**config.mk**
```make
export PLATFORM = sky130hd
export DESIGN_NAME = smpl_cap_engine
export DESIGN_NICKNAME = d
export VERILOG_FILES = /design/src/rtl/smpl_cap_pkg.sv /design/src/rtl/cap_regs.sv /design/src/rtl/cap_ctrl.sv /design/src/rtl/cap_bank_dec.sv /design/src/rtl/smpl_cap_engine.sv
export SDC_FILE = /design/constraint.sdc
export NUM_CORES = 1
export LEC_CHECK = 0
export ABC_AREA = 1
export ABC_CLOCK_PERIOD_IN_PS = 4800
export BUFFER_PORTS_ARGS = -buffer_cell sky130_fd_sc_hd__buf_4
export CORE_MARGIN = 2
export CORE_UTILIZATION = 40
export CTS_BUF_LIST = sky130_fd_sc_hd__clkbuf_16
export DETAILED_ROUTE_END_ITERATION = 8
export PLACE_DENSITY = 0.66
export SYNTH_ARGS = -nofsm -noshare
export SYNTH_HDL_FRONTEND = slang
export SYNTH_HIERARCHICAL = 1
export SYNTH_SLANG_ARGS = --single-unit
```
**constraint.sdc**
```tcl
create_clock -name clk_i -period 4.8 [get_ports clk_i]
set_input_delay 0.48 -clock clk_i [delete_from_list [all_inputs] [get_ports clk_i]]
set_output_delay 0.48 -clock clk_i [all_outputs]
set_load 0.03 [all_outputs]
```
**src/rtl/smpl_cap_pkg.sv**
```systemverilog
`timescale 1ns/1ps
package smpl_cap_pkg;
  localparam int NSRC = 4;

  localparam logic [4:0] OFS_CFG   = 5'h00;
  localparam logic [4:0] OFS_FIRST = 5'h04;
  localparam logic [4:0] OFS_LAST  = 5'h08;
  localparam logic [4:0] OFS_STAT  = 5'h0C;
  localparam logic [4:0] OFS_TRIG  = 5'h10;

  typedef enum logic [1:0] {
    MODE_ONESHOT  = 2'd0,
    MODE_PERIODIC = 2'd1,
    MODE_EVENT    = 2'd2,
    MODE_RSVD     = 2'd3
  } trig_mode_e;

  typedef enum logic [1:0] {
    ST_IDLE  = 2'd0,
    ST_ARMED = 2'd1,
    ST_RUN   = 2'd2
  } cap_state_e;

  // packed MSB first: matches config bit layout [5:0]
  typedef struct packed {
    logic       last_zero;
    trig_mode_e mode;
    logic [1:0] src;
    logic       en;
  } cap_cfg_t;
endpackage

```
**src/rtl/cap_regs.sv**
```systemverilog
`timescale 1ns/1ps
module cap_regs
  import smpl_cap_pkg::*;
#(
  parameter int AW = 13,
  parameter int CW = 12
) (
  input  logic          clk_i,
  input  logic          rst_ni,
  input  logic [4:0]    addr_i,
  input  logic          we_i,
  input  logic [31:0]   wdata_i,
  output logic [31:0]   rdata_o,
  output cap_cfg_t      cfg_o,
  output logic [AW-1:0] first_o,
  output logic [AW-1:0] last_o,
  output logic          trig_o,
  output logic          abort_o,
  input  logic          running_i,
  input  logic [AW-1:0] cnt_i
);
  localparam int CFGW = $bits(cap_cfg_t);

  cap_cfg_t      cfg_q;
  logic [AW-1:0] first_q, last_q;
  logic          unused_bits;

  assign unused_bits = ^{wdata_i[31:AW], cnt_i};

  always_ff @(posedge clk_i or negedge rst_ni) begin
    if (!rst_ni) begin
      cfg_q   <= '0;
      first_q <= '0;
      last_q  <= '0;
    end else if (we_i) begin
      case (addr_i)
        OFS_CFG:   cfg_q   <= cap_cfg_t'(wdata_i[CFGW-1:0]);
        OFS_FIRST: first_q <= wdata_i[AW-1:0];
        OFS_LAST:  last_q  <= wdata_i[AW-1:0];
        default: ;
      endcase
    end
  end

  assign trig_o  = we_i && (addr_i == OFS_TRIG) && wdata_i[0];
  assign abort_o = we_i && (addr_i == OFS_CFG) && !wdata_i[0];

  always_comb begin
    rdata_o = '0;
    case (addr_i)
      OFS_CFG:   rdata_o[CFGW-1:0] = cfg_q;
      OFS_FIRST: rdata_o[AW-1:0]   = first_q;
      OFS_LAST:  rdata_o[AW-1:0]   = last_q;
      OFS_STAT: begin
        rdata_o[0]       = running_i;
        rdata_o[16 +: CW] = cnt_i[CW-1:0];
      end
      default: ;
    endcase
  end

  assign cfg_o   = cfg_q;
  assign first_o = first_q;
  assign last_o  = last_q;
endmodule

```
**src/rtl/cap_ctrl.sv**
```systemverilog
`timescale 1ns/1ps
module cap_ctrl
  import smpl_cap_pkg::*;
#(
  parameter int AW = 13
) (
  input  logic          clk_i,
  input  logic          rst_ni,
  input  cap_cfg_t      cfg_i,
  input  logic [AW-1:0] first_i,
  input  logic [AW-1:0] last_i,
  input  logic          trig_i,
  input  logic          abort_i,
  input  logic          event_i,
  input  logic          valid_i,
  output logic          running_o,
  output logic [AW-1:0] cnt_o,
  output logic          wr_o,
  output logic          at_last_o
);
  cap_state_e    state_q;
  logic [AW-1:0] cnt_q;
  logic          at_last;

  assign at_last = (cnt_q == last_i);

  always_ff @(posedge clk_i or negedge rst_ni) begin
    if (!rst_ni) begin
      state_q <= ST_IDLE;
      cnt_q   <= '0;
    end else if (abort_i || !cfg_i.en) begin
      state_q <= ST_IDLE;
    end else begin
      case (state_q)
        ST_IDLE: if (trig_i) begin
          if (cfg_i.mode == MODE_EVENT) begin
            state_q <= ST_ARMED;
          end else begin
            state_q <= ST_RUN;
            cnt_q   <= first_i;
          end
        end
        ST_ARMED: if (event_i) begin
          state_q <= ST_RUN;
          cnt_q   <= first_i;
        end
        ST_RUN: if (valid_i) begin
          if (!at_last) begin
            cnt_q <= cnt_q + 1'b1;
          end else if (cfg_i.mode == MODE_PERIODIC) begin
            cnt_q <= first_i;
          end else begin
            state_q <= ST_IDLE;
          end
        end
        default: state_q <= ST_IDLE;
      endcase
    end
  end

  assign running_o = (state_q == ST_RUN);
  assign cnt_o     = cnt_q;
  assign wr_o      = running_o && valid_i;
  assign at_last_o = at_last;

  assert_abort_stops_R9: assert property (@(posedge clk_i) disable iff (!rst_ni)
    abort_i |=> (!running_o && state_q == ST_IDLE));

  assert_single_stop_R4: assert property (@(posedge clk_i) disable iff (!rst_ni)
    (wr_o && cnt_o == last_i && cfg_i.mode != MODE_PERIODIC && !abort_i) |=> !running_o);

  assert_periodic_wrap_R5: assert property (@(posedge clk_i) disable iff (!rst_ni)
    (wr_o && cnt_o == last_i && cfg_i.mode == MODE_PERIODIC && !abort_i)
    |=> (running_o && cnt_o == $past(first_i)));

  assert_trig_ignored_R8: assert property (@(posedge clk_i) disable iff (!rst_ni)
    (running_o && trig_i && !valid_i) |=> (running_o && $stable(cnt_o)));

  assert_arm_silent_R6: assert property (@(posedge clk_i) disable iff (!rst_ni)
    (state_q == ST_ARMED) |-> !wr_o);
endmodule

```
**src/rtl/cap_bank_dec.sv**
```systemverilog
`timescale 1ns/1ps
module cap_bank_dec #(
  parameter int AW        = 13,
  parameter int BANK_AW   = 10,
  parameter int NBANK     = 5,
  parameter int TOP_WORDS = 384
) (
  input  logic               clk_i,
  input  logic               rst_ni,
  input  logic               wr_i,
  input  logic [AW-1:0]      addr_i,
  output logic [NBANK-1:0]   we_o,
  output logic [BANK_AW-1:0] laddr_o
);
  localparam int IDXW  = AW - BANK_AW;
  localparam int LIMIT = (NBANK - 1) * (2 ** BANK_AW) + TOP_WORDS;

  logic [IDXW-1:0] idx;

  assign idx     = addr_i[AW-1:BANK_AW];
  assign laddr_o = addr_i[BANK_AW-1:0];

  for (genvar b = 0; b < NBANK; b++) begin : g_bank
    if (b == NBANK - 1) begin : g_top
      assign we_o[b] = wr_i && (idx == IDXW'(b)) &&
                       ({1'b0, laddr_o} < (BANK_AW+1)'(TOP_WORDS));
    end else begin : g_full
      assign we_o[b] = wr_i && (idx == IDXW'(b));
    end
  end

  assert_bank_onehot_R10: assert property (@(posedge clk_i) disable iff (!rst_ni)
    $onehot0(we_o));

  assert_no_write_past_map_R10: assert property (@(posedge clk_i) disable iff (!rst_ni)
    (32'(addr_i) >= LIMIT) |-> (we_o == '0));
endmodule

```
**src/rtl/smpl_cap_engine.sv**
```systemverilog
`timescale 1ns/1ps
module smpl_cap_engine
  import smpl_cap_pkg::*;
#(
  parameter int DW        = 16,
  parameter int AW        = 13,
  parameter int CW        = 12,
  parameter int BANK_AW   = 10,
  parameter int NBANK     = 5,
  parameter int TOP_WORDS = 384
) (
  input  logic                 clk_i,
  input  logic                 rst_ni,
  input  logic [4:0]           reg_addr_i,
  input  logic                 reg_we_i,
  input  logic [31:0]          reg_wdata_i,
  output logic [31:0]          reg_rdata_o,
  input  logic [NSRC*DW-1:0]   smp_data_i,
  input  logic [NSRC-1:0]      smp_valid_i,
  input  logic                 event_i,
  output logic [NBANK-1:0]     mem_we_o,
  output logic [BANK_AW-1:0]   mem_addr_o,
  output logic [DW-1:0]        mem_wdata_o
);
  cap_cfg_t      cfg;
  logic [AW-1:0] first_addr, last_addr, cnt;
  logic          trig, abort, running, wr, at_last;
  logic          sel_valid;
  logic [DW-1:0] sel_data;

  cap_regs #(.AW(AW), .CW(CW)) u_regs (
    .clk_i, .rst_ni,
    .addr_i(reg_addr_i), .we_i(reg_we_i), .wdata_i(reg_wdata_i), .rdata_o(reg_rdata_o),
    .cfg_o(cfg), .first_o(first_addr), .last_o(last_addr),
    .trig_o(trig), .abort_o(abort), .running_i(running), .cnt_i(cnt)
  );

  assign sel_valid = smp_valid_i[cfg.src];
  assign sel_data  = smp_data_i[cfg.src*DW +: DW];

  cap_ctrl #(.AW(AW)) u_ctrl (
    .clk_i, .rst_ni,
    .cfg_i(cfg), .first_i(first_addr), .last_i(last_addr),
    .trig_i(trig), .abort_i(abort), .event_i, .valid_i(sel_valid),
    .running_o(running), .cnt_o(cnt), .wr_o(wr), .at_last_o(at_last)
  );

  cap_bank_dec #(.AW(AW), .BANK_AW(BANK_AW), .NBANK(NBANK), .TOP_WORDS(TOP_WORDS)) u_dec (
    .clk_i, .rst_ni,
    .wr_i(wr), .addr_i(cnt), .we_o(mem_we_o), .laddr_o(mem_addr_o)
  );

  assign mem_wdata_o = (cfg.last_zero && at_last) ? '0 : sel_data;

  assert_end_marker_R7: assert property (@(posedge clk_i) disable iff (!rst_ni)
    ((|mem_we_o) && cfg.last_zero && cnt == last_addr) |-> (mem_wdata_o == '0));

  assert_src_only_R3: assert property (@(posedge clk_i) disable iff (!rst_ni)
    (|mem_we_o) |-> smp_valid_i[cfg.src]);
endmodule

```
Yosys cells after proc, flatten, opt, wreduce, memory -nomap -nowiden. Cells that the tools add are included.

Bits in registers: 47. Output and inout port bits: 63. Word-level logic and storage cells: 82.

Add/sub/neg operators: 1. Order comparisons: 2. Equality and inequality tests: 23. Shifts and indexed selects: 1. Mux-type cells: 22. Bitwise operators: 1. Reductions and logical operators: 24.

Operator list (number): 2-to-1 mux 13 bit (6); indexed part select 64 x 7 -> 16 bit (1); one-hot mux 13 bit (3 select lines) (1); 2-to-1 mux 16 bit (1); one-hot mux 5 bit (3 select lines) (1); 2-to-1 mux 2 bit (7); one-hot mux 7 bit (2 select lines) (1); adder 13 x 1 -> 13 bit (second input constant) (1); == test 13 bit (1); logical AND 1 bit (12); 2-to-1 mux 12 bit (1); == test 5 x 4 -> 1 bit (second input constant) (2); less-than comparator 10 x 9 -> 1 bit (second input constant) (1); != test 3 x 2 -> 1 bit (second input constant) (3); != test 3 bit (second input constant) (3); AND reduction 7 bit (1); == test 3 x 2 -> 1 bit (second input constant) (2); != test 2 bit (second input constant) (3); one-hot mux 2 bit (3 select lines) (1); AND reduction 2 bit (3); == test 5 x 3 -> 1 bit (second input constant) (1); == test 5 bit (second input constant) (1); logical NOT 5 bit (1); AND reduction 5 bit (1); 15 further kinds (18).

Logic depth before layout (Yosys ltp). Gate-level depths: netlist (run 1).

Depth after elaboration: 6. Gate-level depth with buffers: 14. Gate-level depth less buffers: 12.

By module. The synthesis (run 1) kept the hierarchy.

By module, submodules not included: cap_regs (instances 1, cells an instance 245, area an instance 1809.2 µm²); cap_ctrl (instances 1, cells an instance 269, area an instance 1529.0 µm²); smpl_cap_engine (instances 1, cells an instance 197, area an instance 850.8 µm²); cap_bank_dec (instances 1, cells an instance 26, area an instance 141.4 µm²).

Least setup slack after synthesis (run 1). No wires, ideal clock.

Kind: register -> output. Start: reg u_ctrl.cnt_q[2], in the netlist u_ctrl/cnt_o[2]. End: out mem_wdata_o[10]. Arrival time: 1.980 ns. Required time: 4.320 ns. Path slack: 2.340 ns. Cell stages (with the launch flop): 15. Path through: dfrtp_1 > buf_4 > inv_1 > nand2_1 > nand2_1 > inv_1 > nand3_1 > nor2_2 > nand2_2 > buf_2 > inv_1 > nand2_1 > inv_1 > clkbuf_1 > a21oi_1.

Cells in the longest elaborated chain, start to end: 3.

RTL lines: start, declared (line cap_ctrl.sv:22) `logic [AW-1:0] cnt_q;`; start signal, assigned (line cap_ctrl.sv:40) `cnt_q <= first_i;`; start signal, assigned (line cap_ctrl.sv:45) `cnt_q <= first_i;`; start signal, assigned (line cap_ctrl.sv:49) `cnt_q <= cnt_q + 1'b1;`; == test 13 bit (line cap_ctrl.sv:25) `assign at_last = (cnt_q == last_i);`; net at_last (line smpl_cap_engine.sv:27) `logic trig, abort, running, wr, at_last;`; logical AND 1 bit (line smpl_cap_engine.sv:53) `assign mem_wdata_o = (cfg.last_zero && at_last) ? '0 : sel_data;`; 2-to-1 mux 16 bit (line smpl_cap_engine.sv:53); end, declared (line smpl_cap_engine.sv:23) `output logic [DW-1:0] mem_wdata_o`.

The timed path passes the listed nets, and every way through them passes these cells.

Worst setup path in the final report (run 1).
Start: reg u_regs.cfg_q, in the netlist u_regs/cfg_o[2]. End: out mem_we_o[1].

Cells in the longest elaborated chain, start to end: 4.

RTL lines: start, declared (line cap_regs.sv:24) `cap_cfg_t cfg_q;`; start signal, assigned (line cap_regs.sv:37) `OFS_CFG: cfg_q <= cap_cfg_t'(wdata_i[CFGW-1:0]);`; binary-select mux 1 bit (select 2 bit) (line smpl_cap_engine.sv:38) `assign sel_valid = smp_valid_i[cfg.src];`; 2-to-1 mux 1 bit (not written as such) (line smpl_cap_engine.sv:38); net sel_valid (line smpl_cap_engine.sv:28) `logic sel_valid;`; logical AND 1 bit (line cap_ctrl.sv:63) `assign wr_o = running_o && valid_i;`; net wr (line smpl_cap_engine.sv:27); logical AND 1 bit (line cap_bank_dec.sv:28) `assign we_o[b] = wr_i && (idx == IDXW'(b));`; end, declared (line smpl_cap_engine.sv:21) `output logic [NBANK-1:0] mem_we_o,`.

The timed path passes the listed nets, and every way through them passes these cells. The select of a mux whose other input is x is not followed.

==> metrics, run 1 <==
fraction of registers with async set/reset 1.00; clock slew at reported path FFs 0.07 ns; drt total wl 12.2 mm; Die H 108 um; Cell Area, Placed 0.00524 mm^2; gr ovfl total 0; Setup WS post-layout 1.44 ns; Switching Fraction 0.398; Reg2Reg Setup Slack 1.95 ns; fmax 298 MHz; die area 0.0117 mm^2; Synth cell types 30; Comb power frac 0.393; vias per inst 4.78; Post-synth EDFFs 0; DRC viols 0; Worst-Skew Late Latency 0.29 ns; commonest non-fill, non-tap cells in the layout nand2_1, buf_4, inv_1; slew margin rel. 0.469; Area Growth Syn to Fin 24.2%; dpl hpwl 9.31 mm; Mapped Area 0.00433 mm^2; ratio of cells with drive above 1 in the final layout 0.208; row cnt 37; critical path arrival 2.88 ns; Routed wire per std cell 12.4 um; Tcrit/Tclk final 0.700; Hold Crit Class primary input to asynchronous set/reset pin; endpoint kind of the worst setup timing path output pin; min cycle time layout 3.36 ns; skew final 0.00750 ns; hold_buf cts 0; worst r2r src u_regs/cfg_o[2]$_DFFE_PN0P_; die span in x 108 um; RSZ-0062 raised after global routing false; PwrDens 264 mW/mm^2; starting density of the core 0.416; Warnings, synthesis 6; WS Path Type flop to output pin; DR pass1 iterations 5; # resized after CTS 0; Iteration-0 DRC Markers 318; Slew @ Worst Pin 0.793 ns; dpl ws 1.71 ns; Root Driver clkbuf_16; Seq cells post-synth 47; I/O Buffers 145; initial antenna violation count 0; # Post-CTS Setup Buffers 0; Nets 957; CP Launch Point u_regs/cfg_o[2]$_DFFE_PN0P_; TritonCTS clock tree done; Pleak 3.19 nW; Crit Path Max Fanout 19; Final GP Congestion 0.880; vias 4706; number of diodes 0; Mapped Cells 737; number of setup violations in the final report 0; CTS Sinks 47; post-route ant nets 0; type of origin of the critical path flop; Worst Path Required 4.32 ns; sw power 0.000566 W; Worst Reg-to-Reg Cells 11; ys flop type dfrtp_1; Final Hold Vio Count 0; Crit Reg-Reg Endpoint u_ctrl/cnt_o[9]$_DFFE_PN0P_; number of top-level pins 172; largest net degree at the start of global routing 48; vias in the first global route 4144; H-tree levels 2; buffer depth of the longest clock path 2; Worst Hold Slack 0.202 ns; power share of the sequential group 0.368; Final TNS setup 0 ns; Max Cap Viol 0; Core Region 0.0104 mm^2; Post-Syn Area per Cell 5.88 um^2; TritonCTS buffer count 5; Max Slew Vio Count 0; outcome finished, final reports clean; commonest non-fill, non-tap cell in the layout nand2_1; sequential cell area fraction in the yosys report 0.272; Worst VDD drop 0.000162 V; Clock power frac 0.240; fin area 0.00538 mm^2; first-pass GRT wire length 20.0 mm; Pint 0.000856 W; Total GRT Usage 0.212
[worst max path at each step]
stage                                  to  slack [ns]  depth (start not counted)
after global placement        mem_we_o[3]        1.72                          9
after floorplan           mem_wdata_o[10]        2.34                         14
after global routing          mem_we_o[3]        1.15                          9
final                         mem_we_o[1]        1.44                          9
after CTS                     mem_we_o[1]        1.38                          9
after detailed placement      mem_we_o[1]        1.71                          9
[sequential cells by signal (all words and copies together) (netlist names)]
| name | flops |
|---|---|
| u_ctrl/cnt_o | 13 |
| u_regs/first_o | 13 |
| u_regs/last_o | 13 |
| u_regs/cfg_o | 6 |
| u_ctrl/state_q | 2 |
[logic make-up after synthesis]
| kind of cell | synth area share |
|---|---|
| adder cells (fa/ha/maj) | 0.00289 |
| AO/OA/AOI/OAI | 0.0254 |
| AND/OR/NAND/NOR | 0.478 |
| XOR/XNOR | 0.0222 |
| flip-flops | 0.272 |
| other | 0.000866 |
| buffers and inverters | 0.199 |
[cell usage after synthesis (2+ instances only)]
library cell  number  share of area
a21oi_1           16          0.018
buf_2             11          0.013
buf_4             21          0.036
buf_6             13          0.034
clkbuf_1           3         0.0026
dfrtp_1           47           0.27
inv_1            121           0.10
inv_2              3         0.0026
nand2_1          295           0.26
nand2_2            3         0.0043
nand2_4            4          0.010
nand3_1          113           0.13
nand4_1            6         0.0087
nor2_1            47          0.041
nor2_2             6         0.0087
nor2_4             2         0.0052
nor2_8             2         0.0092
nor3_1             2         0.0023
o21ai_0            2         0.0023
xnor2_1            2         0.0040
xor2_1             9          0.018
[layer usage]
| layer | track usage | wire [um] | vias up |
|---|---|---|---|
| li1 | - | - | 2420 |
| met1 | 0.303 | 5750 | 2128 |
| met2 | 0.344 | 5650 | 145 |
| met3 | 0.0271 | 648 | 13 |
| met4 | 0.0458 | 144 | 0 |
| met5 | 0 | 0 | - |
[worst max-delay path, cell delays in order, from the launching register on]
cell      delay, ns
dfrtp_1        0.79
clkinv_2       0.44
nor2_1         0.17
o21ai_0        0.09
o21ai_1        0.09
inv_1          0.08
nor3_1         0.45
nand3_1        0.18
nor2_1         0.12
buf_4          0.17
[power by group through the flow]
stage / Combinational, W / Clock [W] / Sequential, W
2_1_floorplan: 0.000409 / 0 / 0.000495
3_3_place_gp: 0.000550 / 0 / 0.000526
3_5_place_dp: 0.000557 / 0 / 0.000528
4_1_cts: 0.000560 / 0.000350 / 0.000521
5_1_grt: 0.000622 / 0.000368 / 0.000532
6_report: 0.000558 / 0.000340 / 0.000523
[stage by stage]
| stage | cells | utilization | power, W |
|---|---|---|---|
| 2_1_floorplan | 743 | - | 0.000904 |
| 3_3_place_gp | 976 | 0.503 | 0.00108 |
| 3_5_place_dp | 976 | 0.503 | 0.00109 |
| 4_1_cts | 984 | 0.517 | 0.00143 |
| 5_1_grt | 984 | 0.517 | 0.00152 |
| 6_report | 984 | 0.517 | 0.00142 |
[cell type report]
| type | instances | area (um^2) |
|---|---|---|
| sequential | 47 | 1180 |
| tap | 136 | 170 |
| fill | 1041 | 5040 |
| clock inverter | 3 | 20.0 |
| clock buffer | 5 | 125 |
| timing repair buffer | 146 | 1100 |
| inverter | 126 | 477 |
| multi-input combinational | 521 | 2320 |
(Power assumes the default switching activity.)
==> run 2: changes to the inputs <==
Settings changed: ABC_CLOCK_PERIOD_IN_PS 4800 to 3400.
Clock period 4.8 ns to 3.4 ns, I/O delays scaled along.
==> run 2 against run 1 <==
Clock skew fell by 0.0013 ns; critical path type unchanged; combinational power rose by 44%; critical endpoint is now mem_wdata_o[2]; flip-flop and latch count unchanged; utilization rose by 0.14 points; sequential share of layout area fell by 0.061 points; total power grew 42%; final area up 0.28%; non-clock buffer count grew 2.
==> metrics, run 2 (same netlist as run 1, synthesis figures left out) <==
GR Util met3 0.0271; Nets 959; Worst-Skew Late Latency 0.29 ns; TritonCTS clock tree done; gr ovfl total 0; # resized after CTS 0; ratio of cells with drive above 1 in the final layout 0.209; Final GP Congestion 0.868; TritonCTS buffer count 5; Core Region 0.0104 mm^2; fmax 348 MHz; Max Cap Viol 0; worst r2r src u_regs/cfg_o[1]$_DFFE_PN0P_; clock slew at reported path FFs 0.06 ns; die area 0.0117 mm^2; first-pass GRT wire length 20.8 mm; drt total wl 12.4 mm; Pint 0.00121 W; vias in the first global route 4420; Crit Path Max Fanout 16; slew margin rel. 0.607; row cnt 37; Area Growth Syn to Fin 24.6%; number of diodes 0; Root Driver clkbuf_16; power share of the sequential group 0.360; CTS Sinks 47; met2 usage 0.360; PwrDens 375 mW/mm^2; outcome finished, final reports clean; Comb power frac 0.398; buffer depth of the longest clock path 2; # Post-CTS Setup Buffers 0; Total GRT Usage 0.219; H-tree levels 2; vias 4729; Iteration-0 DRC Markers 383; DR pass1 iterations 5; Hold Crit Class primary input to asynchronous set/reset pin; Crit Reg-Reg Endpoint u_ctrl/cnt_o[9]$_DFFE_PN0P_; Die H 108 um; Max Slew Vio Count 0; dpl hpwl 9.55 mm; min cycle time layout 2.87 ns; DRC viols 0; starting density of the core 0.416; sw power 0.000811 W; Switching Fraction 0.401; Cell Area, Placed 0.00525 mm^2; die span in x 108 um; post-route ant nets 0; initial antenna violation count 0; RSZ-0062 raised after global routing false; grt met1 use 0.310; layer with the highest usage met2; fin area 0.00540 mm^2; commonest non-fill, non-tap cells in the layout nand2_1, buf_4, inv_1; Tcrit/Tclk final 0.845; number of setup violations in the final report 0; Final TNS setup 0 ns; I/O Buffers 145; Slew @ Worst Pin 0.589 ns; Worst Reg-to-Reg Cells 10; Clock power frac 0.242; Pleak 3.20 nW; endpoint kind of the worst setup timing path output pin; vias per inst 4.80; Reg2Reg Setup Slack 1.14 ns; Final Util 0.518; commonest non-fill, non-tap cell in the layout nand2_1; Worst VDD drop 0.000181 V; type of origin of the critical path flop; skew final 0.00619 ns; Routed wire per std cell 12.6 um; critical path arrival 2.53 ns; WS Path Type flop to output pin; largest net degree at the start of global routing 48; Worst Path Required 3.06 ns; number of top-level pins 172; Final Hold Vio Count 0; hold_buf cts 0
==> run 2: cell count changes in the layout (fill, tap and decap cells not counted) <==
cell,delta
buf_4,+2
==> run 2: worst max path at each step <==
stage / from / to / slack [ns]
2_1_floorplan: u_ctrl/cnt_o[2]$_DFFE_PN0P_ / mem_wdata_o[10] / 1.08
3_3_place_gp: u_ctrl/cnt_o[11]$_DFFE_PN0P_ / mem_wdata_o[13] / 0.90
3_5_place_dp: u_ctrl/cnt_o[11]$_DFFE_PN0P_ / mem_wdata_o[2] / 0.87
4_1_cts: u_ctrl/cnt_o[11]$_DFFE_PN0P_ / mem_wdata_o[2] / 0.55
5_1_grt: u_ctrl/cnt_o[11]$_DFFE_PN0P_ / mem_wdata_o[2] / 0.30
6_report: u_ctrl/cnt_o[11]$_DFFE_PN0P_ / mem_wdata_o[2] / 0.53
==> run 2: area by class of cell <==
type,count,area (um^2)
fill,1076,5020
tap,136,170
timing repair buffer,148,1110
clock buffer,5,125
multi-input combinational,521,2320
sequential,47,1180
clock inverter,3,20.0
inverter,126,477
==> run 2: worst max-delay path, stage by stage, from the launching register on <==
cell and delay [ns]:
dfrtp_1 0.56, inv_1 0.13, nand2_1 0.10, nand2_1 0.06, nor2_1 0.09, nand2_1 0.07, nor2_2 0.10, nand2_2 0.22
inv_1 0.12, nand2_1 0.06, inv_1 0.41, a21oi_1 0.11, buf_4 0.20
==> run 2: per-layer routing <==
metal | part of all wire | vias to the layer above
li1 | - | 2421
met1 | 0.47 | 2131
met2 | 0.46 | 160
met3 | 0.060 | 17
met4 | 0.013 | 0
met5 | 0 | -
==> run 2: per-stage QoR <==
step / std cells / total power (W) / setup WS [ns] / hold WS, ns
6_report: 986 / 0.00202 / 0.528 / 0.0538
5_1_grt: 986 / 0.00216 / 0.302 / 0.117
4_1_cts: 986 / 0.00203 / 0.548 / 0.0856
3_5_place_dp: 978 / 0.00154 / 0.865 / 0.393
3_3_place_gp: 978 / 0.00152 / 0.901 / 0.384
2_1_floorplan: 743 / 0.00128 / 1.08 / 0.0444
==> run 2: power groups by stage <==
stage               combinational (W)  sequential [W]  clock, W
floorplan                    0.000578        0.000699         0
global placement             0.000790        0.000734         0
detailed placement           0.000801        0.000737         0
CTS                          0.000805        0.000727  0.000497
global route                 0.000894        0.000741  0.000520
finish                       0.000804        0.000729  0.000489
